$ cat src/rtl/irq_cause_pkg.sv
// Package irq_cause_pkg
// Shared widths and cause-bit positions for the interrupt cause register.
// Assumes bit positions are fixed by software that decodes the register.
package irq_cause_pkg;
    localparam int CAUSE_W      = 7;
    localparam int B_TX_DONE    = 0;
    localparam int B_TXQ_EMPTY  = 1;
    localparam int B_LINK       = 2;
    localparam int B_RX_SEQ     = 3;
    localparam int B_RX_LOWDESC = 4;
    localparam int B_RSVD       = 5;
    localparam int B_RX_OVR     = 6;
    // Bits that hold state; bit 5 is reserved and tied to zero.
    localparam logic [CAUSE_W-1:0] IMPL_MASK = 7'b101_1111;
endpackage

$ cat src/rtl/link_change_det.sv
// Module link_change_det
// Registers the link level once and flags any difference between the
// present level and the registered one. Assumes link_in is already
// synchronous to clk. The previous value resets to 0 (link down).
module link_change_det (
    input  logic clk,
    input  logic rst_n,
    input  logic link_in,
    output logic link_prev,
    output logic changed
);
    // Hold the level seen at the previous edge.
    always_ff @(posedge clk) begin
        if (!rst_n) link_prev <= 1'b0;
        else        link_prev <= link_in;
    end

    // A difference in either direction is a change.
    always_comb changed = link_in ^ link_prev;
endmodule

$ cat src/rtl/cause_bank.sv
// Module cause_bank
// A row of sticky cause bits. Each implemented bit sets on set[i] and
// clears on clr[i]. Set has priority over clear. Bits not marked in IMPL
// are constant zero and hold no state. Assumes a synchronous active-low reset.
module cause_bank #(
    parameter int           W    = 7,
    parameter logic [W-1:0] IMPL = '1
) (
    input  logic         clk,
    input  logic         rst_n,
    input  logic [W-1:0] set,
    input  logic [W-1:0] clr,
    output logic [W-1:0] cause
);
    for (genvar i = 0; i < W; i++) begin : g_bit
        if (IMPL[i]) begin : g_live
            // Sticky bit: set wins over clear in the same cycle.
            always_ff @(posedge clk) begin
                if (!rst_n)      cause[i] <= 1'b0;
                else if (set[i]) cause[i] <= 1'b1;
                else if (clr[i]) cause[i] <= 1'b0;
            end
        end else begin : g_rsvd
            // Reserved position: always zero.
            assign cause[i] = 1'b0;
        end
    end

    logic unused_rsvd_inputs;
    assign unused_rsvd_inputs = ^(set & ~IMPL) ^ ^(clr & ~IMPL);
endmodule

$ cat src/rtl/irq_gen.sv
// Module irq_gen
// Produces the registered interrupt level from cause bits and enables.
// Assumes cause and mask are synchronous to clk; the output has one cycle
// of latency and no combinational path.
module irq_gen #(
    parameter int W = 7
) (
    input  logic         clk,
    input  logic         rst_n,
    input  logic [W-1:0] cause,
    input  logic [W-1:0] mask,
    output logic         irq
);
    // Register the OR over enabled causes.
    always_ff @(posedge clk) begin
        if (!rst_n) irq <= 1'b0;
        else        irq <= |(cause & mask);
    end
endmodule

$ cat src/rtl/irq_cause_reg.sv
// Module irq_cause_reg (top)
// Memory-mapped interrupt cause register. It latches event pulses and link
// changes into sticky bits. A read at CAUSE_ADDR clears all bits, and a
// write clears the bits written as 1. Events win over clears in the same
// cycle. Assumes single-cycle strobes, all inputs synchronous to clk, and
// a mask supplied from outside.
module irq_cause_reg
    import irq_cause_pkg::*;
#(
    parameter int                ADDR_W     = 12,
    parameter int                DATA_W     = 32,
    parameter logic [ADDR_W-1:0] CAUSE_ADDR = 12'h040
) (
    input  logic               clk,
    input  logic               rst_n,
    input  logic [ADDR_W-1:0]  reg_addr,
    input  logic               reg_rd,
    input  logic               reg_wr,
    input  logic [DATA_W-1:0]  reg_wdata,
    output logic [DATA_W-1:0]  reg_rdata,
    input  logic               tx_done,
    input  logic               txq_empty,
    input  logic               rx_seq_err,
    input  logic               rx_low_desc,
    input  logic               rx_overrun,
    input  logic               link_up,
    input  logic [CAUSE_W-1:0] irq_en,
    output logic               irq_out
);
    localparam int PAD_W = DATA_W - CAUSE_W;

    logic               hit;
    logic               rd_hit;
    logic               wr_hit;
    logic               link_prev;
    logic               link_chg;
    logic [CAUSE_W-1:0] set_vec;
    logic [CAUSE_W-1:0] clr_vec;
    logic [CAUSE_W-1:0] cause_q;
    logic               unused_wdata_hi;

    assign unused_wdata_hi = ^reg_wdata[DATA_W-1:CAUSE_W];

    // Address decode for the single register.
    always_comb begin
        hit    = (reg_addr == CAUSE_ADDR);
        rd_hit = reg_rd & hit;
        wr_hit = reg_wr & hit;
    end

    link_change_det u_link (
        .clk       (clk),
        .rst_n     (rst_n),
        .link_in   (link_up),
        .link_prev (link_prev),
        .changed   (link_chg)
    );

    // Collect the set requests into their bit positions.
    always_comb begin
        set_vec               = '0;
        set_vec[B_TX_DONE]    = tx_done;
        set_vec[B_TXQ_EMPTY]  = txq_empty;
        set_vec[B_LINK]       = link_chg;
        set_vec[B_RX_SEQ]     = rx_seq_err;
        set_vec[B_RX_LOWDESC] = rx_low_desc;
        set_vec[B_RX_OVR]     = rx_overrun;
    end

    // Clear requests: a read clears everything, a write clears the 1s.
    always_comb begin
        clr_vec = '0;
        if (rd_hit) clr_vec = '1;
        if (wr_hit) clr_vec = clr_vec | reg_wdata[CAUSE_W-1:0];
    end

    cause_bank #(
        .W    (CAUSE_W),
        .IMPL (IMPL_MASK)
    ) u_bank (
        .clk   (clk),
        .rst_n (rst_n),
        .set   (set_vec),
        .clr   (clr_vec),
        .cause (cause_q)
    );

    irq_gen #(
        .W (CAUSE_W)
    ) u_irq (
        .clk   (clk),
        .rst_n (rst_n),
        .cause (cause_q),
        .mask  (irq_en),
        .irq   (irq_out)
    );

    // Read data: cause bits during a read hit, zero otherwise.
    always_comb begin
        if (rd_hit) reg_rdata = {{PAD_W{1'b0}}, cause_q};
        else        reg_rdata = '0;
    end
endmodule

$ cat config.mk
export PLATFORM = sky130hd
export DESIGN_NAME = irq_cause_reg
export DESIGN_NICKNAME = d
export VERILOG_FILES = /design/src/rtl/irq_cause_pkg.sv /design/src/rtl/link_change_det.sv /design/src/rtl/cause_bank.sv /design/src/rtl/irq_gen.sv /design/src/rtl/irq_cause_reg.sv
export SDC_FILE = /design/constraint.sdc
export NUM_CORES = 1
export LEC_CHECK = 0
export BUFFER_PORTS_ARGS = -buffer_cell sky130_fd_sc_hd__buf_2
export CAP_MARGIN = 20
export CORE_ASPECT_RATIO = 1.75
export CORE_MARGIN = 4
export CORE_UTILIZATION = 30
export DETAILED_ROUTE_END_ITERATION = 6
export MAX_ROUTING_LAYER = met4
export PLACE_DENSITY = 0.75
export SYNTH_ARGS = -nofsm -noshare
export SYNTH_HDL_FRONTEND = slang
export SYNTH_HIERARCHICAL = 1
export SYNTH_SLANG_ARGS = --single-unit
$ cat constraint.sdc
create_clock -name clk -period 1.7 [get_ports clk]
set_input_delay 0.255 -clock clk [delete_from_list [all_inputs] [get_ports clk]]
set_output_delay 0.255 -clock clk [all_outputs]
set_load 0.1 [all_outputs]
==> metrics.md, run 1 <==
| Metric | Value |
|---|---|
| TritonCTS clock tree | `built` |
| HP Class | `in2reg` |
| Initial Util | `31.96%` |
| Die extent in y | `76.99 um` |
| Via-to-Cell Ratio | `4.574` |
| Clock sinks | `8` |
| Startpoint Class | `input port` |
| Final WS setup | `-0.1439 ns` |
| Final hold violations | `0` |
| Worst-skew pair later-pin latency | `0.22 ns` |
| Max Freq | `542.3 MHz` |
| Synth warnings | `6` |
| Post-DR wirelength/cell | `13.12 um` |
| Critical Path RT | `1.44 ns` |
| Final Cycle Share | `108.5%` |
| Root Buffer | `clkbuf_8` |
| Vias in the first global route | `690` |
| Post-route ant nets | `0` |
| GR Overflow Total | `0` |
| Num CTS Buffers | `3` |
| Max-Cap Viols | `0` |
| P per Cell Area | `671.9 mW/mm^2` |
| I/O Buffers | `41` |
| Antenna violations before repair | `0` |
| Critical Path Fanout Max | `5` |
| Endpoints failing setup | `6` |
| CTS max path bufs | `2` |
| DR DRC count | `0` |
| Slew HR | `-166.1%` |
| Fin Clk Skew | `0.002686 ns` |
| Lkg Pwr | `0.6012 nW` |
| Clk slew on worst S/H paths | `0.04 ns` |
| Status | `finished with violations` |
| Total die area | `0.003651 mm^2` |
| Syn Std Cell Area | `815.8 um^2` |
| Area Overhead vs Synth | `50.15%` |
| Final Max Slew Viols | `1` |
| Core Area | `0.002552 mm^2` |
| First-pass DRT Iterations | `4` |
| Top Ports | `94` |
| WL final | `2125 um` |
| Clock H-tree levels | `1` |
| Initial DRC count | `10` |
| ANT cells | `0` |
| GPL Wtd Cong | `0.7382` |
| Kind of critical path | `in2out` |
| CP endpoint kind | `output port` |
| Setup_tns | `-0.6968 ns` |
| Arrival time worst endpoint | `1.59 ns` |
| Failing checks | `max-slew violations, negative setup slack` |
| Final worst path period need | `1.844 ns` |
| Total Power | `0.8230 mW` |
| Total number of vias | `741` |
| Share of cells above drive strength 1 | `54.41%` |
| Chip width | `47.42 um` |
| Worst hold margin | `0.2436 ns` |
| Rows | `24` |
| Detailed Place HPWL | `1671 um` |
| Max IR drop VDD | `581.7 uV` |
| Total track usage | `11.63%` |
| Global-route wire length before repair | `3118 um` |
| Syn avg cell area | `8.965 um^2` |
| RSZ-0062 raised after global routing | `true` |
| Worst slew pin tran | `3.955 ns` |
| Pin count of the biggest net entering global routing | `14` |
| Post-Syn Instances | `91` |
| Nets | `199` |
flip-flops by register name, indices dropped and copies added (netlist names):
register          cells
u_bank/cause          6
u_irq/irq             1
u_link/link_prev      1
report_power, final:
| part | leakage (nW) | switching (mW) | internal (mW) |
|---|---|---|---|
| Clock | 0.0216 | 0.0638 | 0.152 |
| Sequential | 0.0671 | 0.00958 | 0.203 |
| Combinational | 0.513 | 0.317 | 0.0766 |
| Total | 0.601 | 0.391 | 0.432 |
path summary, 6_finish.rpt:
check	slack (ns)	depth (start not counted)	to	from
worst max-delay path	-0.14	4	reg_rdata[4]	reg_addr[10]
worst min register to register	0.59	2	u_irq/irq	u_bank/cause[6]
worst max register to register	0.78	2	u_irq/irq	u_bank/cause[3]
worst min-delay path	0.24	2	u_bank/cause[1]	txq_empty
cells in the final DEF, fill, tap and decap left out, drive strengths merged, types with 2 or more instances in the layout:
master and n:
or4 3, a22oi 2, nor4 13, nand2 7, dfxtp 8, a21oi 6
clkbuf 3, conb 26, o21a 6, nor2b 6, buf 50
layer usage:
metal | track usage (%) | part of all wire [%] | wire (um) | vias up
li1 | - | - | - | 362
met1 | 13.07 | 33 | 696 | 336
met2 | 20.56 | 56 | 1190 | 41
met3 | 0.7026 | 11 | 225 | 2
met4 | 3.324 | 0.56 | 12 | 0
met5 | - | 0 | 0 | -
layout make-up:
class                      instances  area [um^2]
sequential                         8        160.2
clock buffer                       3        41.29
multi-input combinational         74        593.1
inverter                           1        3.754
timing repair buffer              50        394.1
fill                             242         1328
tap                               26        32.53
worst max-delay path, cell delays in order:
cell and delay (ns):
buf_6 0.10, or4_4 0.63, nor4_4 0.38, buf_12 0.22
metrics by stage:
stage               util, %  std cells  worst slack (ns)  area (um^2)
finish                47.99        162           -0.1439         1225
global route          47.99        162           -0.1562         1225
CTS                   46.76        159           -0.1412         1194
detailed placement    42.45        152           -0.2161         1084
global placement      42.45        152           -0.1889         1084
floorplan                 -        115           -0.7225        994.7
what timing repair did:
action                     in CTS  in global routing
pin swaps                       4                  2
hold buffers                    0                  0
cloned                          1                  0
gates resized for setup         8                  1
setup endpoints to repair       6                  7
setup buffers                   3                  3
(Power assumes the default switching activity.)
==> inputs of run 2 (changes only) <==
--- a/config.mk
+++ b/config.mk
@@ -7,12 +7,11 @@
 export LEC_CHECK = 0
 export BUFFER_PORTS_ARGS = -buffer_cell sky130_fd_sc_hd__buf_2
 export CAP_MARGIN = 20
-export CORE_ASPECT_RATIO = 1.75
 export CORE_MARGIN = 4
-export CORE_UTILIZATION = 30
+export CORE_UTILIZATION = 36
 export DETAILED_ROUTE_END_ITERATION = 6
 export MAX_ROUTING_LAYER = met4
-export PLACE_DENSITY = 0.75
+export PLACE_DENSITY = 0.85
 export SYNTH_ARGS = -nofsm -noshare
 export SYNTH_HDL_FRONTEND = slang
 export SYNTH_HIERARCHICAL = 1
==> constraint.sdc (replaced) <==
create_clock -name clk -period 2.31 [get_ports clk]
set_input_delay 0.3465 -clock clk [delete_from_list [all_inputs] [get_ports clk]]
set_output_delay 0.3465 -clock clk [all_outputs]
set_load 0.1 [all_outputs]
==> run 2 against run 1 <==
The run ends with max-slew violations left. Critical path depth stayed put. Core utilization is 5.3 points higher. Worst hold slack gained 0.058 ns. Clock skew up 0.0015 ns. Global-route usage shrank 0.052 points. Sequential power fell by 26%. Design area is 10% lower. Register-to-register slack gained 0.63 ns. Wire length fell by 16%. Non-clock buffer count shrank 7. Sequential cell count stayed put. Count of clock-buffer cells in the layout is the same. Critical endpoint is now reg_rdata[6]. Largest cell class unchanged. Largest power group unchanged.
==> metrics.md, run 2 (synthesized netlist as in run 1, its figures left out) <==
| Metric | Value |
|---|---|
| Initial DRC count | `16 (was 10)` |
| Max-Cap Viols | `0 (unchanged)` |
| Fin Clk Skew | `0.004231 ns (was 0.002686 ns)` |
| Chip width | `55.61 um (was 47.42 um)` |
| Final worst path period need | `2.084 ns` |
| Post-DR wirelength/cell | `11.56 um (was 13.12 um)` |
| Filler cell count | `200 (was 242)` |
| Final Max Slew Viols | `1 (unchanged)` |
| GR Overflow Total | `0 (unchanged)` |
| Worst R2R Path Depth | `2 (unchanged)` |
| Lkg Pwr | `0.5407 nW (was 0.6012 nW)` |
| Pin count of the biggest net entering global routing | `14 (unchanged)` |
| Hold-critical path depth | `2 (unchanged)` |
| RSZ-0062 raised after global routing | `false (was true)` |
| Initial Util | `39.56% (was 31.96%)` |
| Max reg flops | `6 (unchanged)` |
| Commonest non-fill, non-tap cell in the layout | `buf_2 (unchanged)` |
| Max Freq | `479.9 MHz` |
| Antenna violations before repair | `0 (unchanged)` |
| DP Cell Count | `152 (unchanged)` |
| Root Buffer | `clkbuf_4 (was clkbuf_8)` |
| Share of cells above drive strength 1 | `50.78% (was 54.41%)` |
| I/O Buffers | `41 (unchanged)` |
| TritonCTS clock tree | `built (unchanged)` |
| Setup bufs post-CTS | `0 (was 3)` |
| Total number of vias | `701 (was 741)` |
| Kind of critical path | `in2out (unchanged)` |
| Arrival time worst endpoint | `1.74 ns (was 1.59 ns)` |
| First-pass DRT Iterations | `5 (was 4)` |
| Largest regs | `u_bank/cause: 6 flops, u_irq/irq: 1 flops, u_link/link_prev: 1 flops (unchanged)` |
| Psw | `0.2808 mW (was 0.3908 mW)` |
| Slew HR | `-160.3% (was -166.1%)` |
| Endpoints failing setup | `0 (was 6)` |
| Met1 wire length | `671 um (was 696 um)` |
| R2R setup slack | `1.41 ns (was 0.78 ns)` |
| Status | `finished with violations (unchanged)` |
| Top Ports | `94 (unchanged)` |
| CTS resizes | `0 (was 8)` |
| Critical Path RT | `1.96 ns (was 1.44 ns)` |
| Nets | `191 (was 199)` |
| Area Overhead vs Synth | `34.82% (was 50.15%)` |
| Detailed Place HPWL | `1589 um (was 1671 um)` |
| Max Used Layer | `met4 (unchanged)` |
| Met2 wire len | `836 um (was 1190 um)` |
| Clock H-tree levels | `1 (unchanged)` |
| Worst slew pin tran | `3.868 ns (was 3.955 ns)` |
| Failing checks | `max-slew violations (was max-slew violations, negative setup slack)` |
| Core Area | `0.002062 mm^2 (was 0.002552 mm^2)` |
| Clk slew on worst S/H paths | `0.05 ns (was 0.04 ns)` |
| Max IR drop VDD | `362.6 uV (was 581.7 uV)` |
| Most frequent cells in the layout | `buf_2, conb_1, dfxtp_1 (was buf_2, conb_1, nor4_4, buf_4, dfxtp_1)` |
| Clk pwr share | `19.2% (was 26.3%)` |
| Total track usage | `11.58% (was 11.63%)` |
| Cell area after layout | `0.001100 mm^2 (was 0.001225 mm^2)` |
| Sequential share of power | `29.2% (was 25.9%)` |
| Storage element area | `160.2 um^2 (unchanged)` |
| Sw Ratio | `52.30% (was 47.48%)` |
| Total Power | `0.5370 mW (was 0.8230 mW)` |
| Largest Register | `u_bank/cause (unchanged)` |
| Num CTS Buffers | `3 (unchanged)` |
| Placed Area | `0.001077 mm^2 (was 0.001084 mm^2)` |
| CP endpoint kind | `output port (unchanged)` |
| WL final | `1792 um (was 2125 um)` |
| CTS max path bufs | `2 (unchanged)` |
| Met3 WL | `252 um (was 225 um)` |
| Combinational power share | `51.5% (was 47.9%)` |
| Die extent in y | `55.61 um (was 76.99 um)` |
| Via-to-Cell Ratio | `4.523 (was 4.574)` |
| Worst-skew pair later-pin latency | `0.25 ns (was 0.22 ns)` |
| Final Cycle Share | `90.20%` |
| Critical Path Fanout Max | `13 (was 5)` |
| Post-route insts no fill | `155 (was 162)` |
| ANT cells | `0 (unchanged)` |
| Total die area | `0.003092 mm^2 (was 0.003651 mm^2)` |
| Rows | `16 (was 24)` |
| HP Class | `in2reg (unchanged)` |
| Post-route ant nets | `0 (unchanged)` |
| Startpoint Class | `input port (unchanged)` |
| Vias in the first global route | `670 (was 690)` |
| Worst hold margin | `0.3014 ns (was 0.2436 ns)` |
| Hold buffers post-CTS | `0 (unchanged)` |
| Final core utilization | `53.34% (was 47.99%)` |
| GPL Wtd Cong | `0.7297 (was 0.7382)` |
| Global-route wire length before repair | `2891 um (was 3118 um)` |
| Design internal power | `0.2561 mW (was 0.4323 mW)` |
| Final hold violations | `0 (unchanged)` |
| DR DRC count | `0 (unchanged)` |
| Clock sinks | `8 (unchanged)` |
| Area of the multi-input gates | `569.3 um^2 (was 593.1 um^2)` |
| P per Cell Area | `488.2 mW/mm^2 (was 671.9 mW/mm^2)` |
-- run 2: cell types whose count changed in the layout (fill, tap and decap cells not counted), sizes merged --
| cell | delta |
|---|---|
| buf | -7 |
| or4 | -1 |
-- run 2: area by class of cell --
cell class | instances | area share [%]
multi-input cells | 73 | 51.76
repair buffers | 43 | 28.21
flip-flops and latches | 8 | 14.56
well taps | 27 | 3.072
clock buffers | 3 | 2.048
inverters | 1 | 0.3413
-- run 2: layer usage --
metal / vias to the layer above / track usage (%)
li1: 342 / -
met1: 306 / 12.93
met3: 3 / 2.320
met5: - / -
met4: 0 / 5.208
met2: 50 / 19.76
-- run 2: worst max-delay path: stages --
cell and delay (ns):
buf_2 0.10, or4_4 0.69, nor4_4 0.38, buf_12 0.22
-- run 2: power groups by stage --
stage,sequential [mW],clock [mW],combinational (mW)
floorplan,0.169,0,0.264
global placement,0.159,0,0.273
detailed placement,0.159,0,0.276
CTS,0.157,0.109,0.276
global route,0.158,0.117,0.288
finish,0.157,0.103,0.277
-- run 2: path summary, 6_finish.rpt --
check / endpoint / from
max: reg_rdata[6] / reg_addr[11]
min: u_bank/cause[4] / rx_low_desc
max reg2reg: u_irq/irq / u_bank/cause[3]
min reg2reg: u_bank/cause[2] / u_link/link_prev
-- run 2: through the flow --
step	TNS [ns]	worst slack (ns)
global route	0	0.1511
finish	0	0.2263
detailed placement	0	0.1447
global placement	0	0.1638
CTS	0	0.2243
floorplan	-1.529	-0.2955
==> inputs of run 3 (changes only) <==
--- a/config.mk
+++ b/config.mk
@@ -7,11 +7,13 @@
 export LEC_CHECK = 0
 export BUFFER_PORTS_ARGS = -buffer_cell sky130_fd_sc_hd__buf_2
 export CAP_MARGIN = 20
+export CELL_PAD_IN_SITES_DETAIL_PLACEMENT = 1
+export CELL_PAD_IN_SITES_GLOBAL_PLACEMENT = 1
 export CORE_MARGIN = 4
-export CORE_UTILIZATION = 36
+export CORE_UTILIZATION = 23
 export DETAILED_ROUTE_END_ITERATION = 6
 export MAX_ROUTING_LAYER = met4
-export PLACE_DENSITY = 0.85
+export PLACE_DENSITY_LB_ADDON = 0.1
 export SYNTH_ARGS = -nofsm -noshare
 export SYNTH_HDL_FRONTEND = slang
 export SYNTH_HIERARCHICAL = 1
==> run 3 against run 2 <==
The run still ends with max-slew violations left. Clock skew fell by 0.00086 ns. Via count down 1.7%. First-iteration DRC count fell by 19%. Non-clock buffer count up 1. Sequential cell count did not move. Core utilization shrank 20 points. Register-to-register slack worse by 0.07 ns.
==> metrics.md, run 3 (synthesized netlist as in run 1, its figures left out) <==
| Metric | Value |
|---|---|
| Status | `finished with violations (unchanged)` |
| Failing checks | `max-slew violations (unchanged)` |
| ANT cells | `0 (unchanged)` |
| Met1 usage | `9.732% (was 12.93%)` |
| Rows | `21 (was 16)` |
| Antenna violations before repair | `0 (unchanged)` |
| Worst slew pin tran | `3.936 ns (was 3.868 ns)` |
| Buf+Inv Stages, Crit Path | `3 (was 2)` |
| Clock sinks | `8 (unchanged)` |
| CP Cell Sequence | `buf_2 > or4_1 > buf_12 > nor4_4 > buf_12 (was buf_2 > or4_4 > nor4_4 > buf_12)` |
| GPL Wtd Cong | `0.6670 (was 0.7297)` |
| CTS resizes | `0 (unchanged)` |
| Met3 usage | `2.829% (was 2.320%)` |
| Slowest Stage Delay on Critical Path | `0.71 ns (was 0.69 ns)` |
| Placed Area | `0.001121 mm^2 (was 0.001077 mm^2)` |
| Root Buffer | `clkbuf_4 (unchanged)` |
| Largest regs | `u_bank/cause: 6 flops, u_irq/irq: 1 flops, u_link/link_prev: 1 flops (unchanged)` |
| Arrival time worst endpoint | `1.81 ns (was 1.74 ns)` |
| Final Max Slew Viols | `1 (unchanged)` |
| First-pass DRT Iterations | `4 (was 5)` |
| Clk slew on worst S/H paths | `0.05 ns (about the same)` |
| Die extent in y | `67.56 um (was 55.61 um)` |
| Worst path top cell family by delay | `simple AND/OR/NAND/NOR gates (unchanged)` |
| Final hold violations | `0 (unchanged)` |
| DP Cell Count | `172 (was 152)` |
| Hold buffers post-CTS | `0 (unchanged)` |
| P per Cell Area | `470.4 mW/mm^2 (was 488.2 mW/mm^2)` |
| Critical Path RT | `1.96 ns (about the same)` |
| Fin Clk Skew | `0.003375 ns (was 0.004231 ns)` |
| Slew HR | `-164.8% (was -160.3%)` |
| RSZ-0062 raised after global routing | `false (unchanged)` |
| CP dominant cell by count | `buf_12` |
| Setup bufs post-CTS | `0 (unchanged)` |
| Most frequent cells in the layout | `buf_2, conb_1, dfxtp_1 (unchanged)` |
| Max Freq | `464.4 MHz (was 479.9 MHz)` |
| Kind of critical path | `in2out (unchanged)` |
| Global-route wire length before repair | `3091 um (was 2891 um)` |
| Initial Util | `24.07% (was 39.56%)` |
| Final core utilization | `33.74% (was 53.34%)` |
| GRT met2 Usage | `16.04% (was 19.76%)` |
| Post-route ant nets | `0 (unchanged)` |
| DR DRC count | `0 (unchanged)` |
| Post-DR wirelength/cell | `11.49 um (was 11.56 um)` |
| Max reg flops | `6 (unchanged)` |
| Final worst path period need | `2.153 ns (was 2.084 ns)` |
| Top Ports | `94 (unchanged)` |
| CTS max path bufs | `2 (unchanged)` |
| Cell area after layout | `0.001144 mm^2 (was 0.001100 mm^2)` |
| CP endpoint kind | `output port (unchanged)` |
| WL final | `2010 um (was 1792 um)` |
| Area Overhead vs Synth | `40.18% (was 34.82%)` |
| HP Class | `in2reg (unchanged)` |
| Post-route insts no fill | `175 (was 155)` |
| Worst-skew pair later-pin latency | `0.25 ns (about the same)` |
| Vias in the first global route | `694 (was 670)` |
| Detailed Place HPWL | `1834 um (was 1589 um)` |
| Busiest grt layer | `met2 (unchanged)` |
| Startpoint Class | `input port (unchanged)` |
| Initial DRC count | `13 (was 16)` |
| Core Area | `0.003390 mm^2 (was 0.002062 mm^2)` |
| Chip width | `67.56 um (was 55.61 um)` |
| Share of cells above drive strength 1 | `51.16% (was 50.78%)` |
| Critical Path Fanout Max | `10 (was 13)` |
| I/O Buffers | `41 (unchanged)` |
| Final Cycle Share | `93.21% (was 90.20%)` |
| Max IR drop VDD | `215.9 uV (was 362.6 uV)` |
| GR Overflow Total | `0 (unchanged)` |
| Clock H-tree levels | `1 (unchanged)` |
| Worst hold margin | `0.3074 ns (was 0.3014 ns)` |
| Nets | `192 (was 191)` |
| Total Power | `0.5379 mW (was 0.5370 mW)` |
| Total die area | `0.004564 mm^2 (was 0.003092 mm^2)` |
| Num CTS Buffers | `3 (unchanged)` |
| TritonCTS clock tree | `built (unchanged)` |
| Critical path's slowest cell | `or4_1 (was or4_4)` |
| Via-to-Cell Ratio | `3.937 (was 4.523)` |
| Total track usage | `9.271% (was 11.58%)` |
| Largest Register | `u_bank/cause (unchanged)` |
| Total number of vias | `689 (was 701)` |
| Max-Cap Viols | `0 (unchanged)` |
| Commonest non-fill, non-tap cell in the layout | `buf_2 (unchanged)` |
| Endpoints failing setup | `0 (unchanged)` |
| Pin count of the biggest net entering global routing | `14 (unchanged)` |
| Lkg Pwr | `0.5525 nW (was 0.5407 nW)` |
## run 3: final timing paths
path / from / endpoint / slack (ns) / cells after the start
worst min-delay path: rx_overrun / u_bank/cause[6] / 0.31 / 2
worst min register to register: u_link/link_prev / u_bank/cause[2] / 0.61 / 2
worst max-delay path: reg_addr[1] / reg_rdata[3] / 0.16 / 5
worst max register to register: u_bank/cause[3] / u_irq/irq / 1.34 / 2
## run 3: area by class of cell
cell class	count	area, um^2
clock buffers	3	22.52
fillers	417	2246
well taps	46	57.56
inverters	1	3.754
flip-flops and latches	8	160.2
multi-input cells	73	569.3
repair buffers	44	330.3
## run 3: worst register-to-register path: cells and delay by family, from the launching register on
family | cells | cell delay (ns)
compound gates | 2 | 0.52
flops | 1 | 0.32
## run 3: routing by layer
metal	routed length, um	vias up
met1	760	304
met5	0	-
li1	-	343
met3	219	4
met2	1011	38
met4	19	0
## run 3: through the flow
step	worst slack, ns	setup TNS, ns
2_1_floorplan	-0.2955	-1.529
3_3_place_gp	0.1516	0
3_5_place_dp	0.1420	0
4_1_cts	0.1406	0
5_1_grt	0.09437	0
6_report	0.1569	0
## run 3: report_power, final
part	internal (mW)	switching, mW
combinational	0.0490	0.230
sequential	0.149	0.00673
clock	0.0592	0.0439
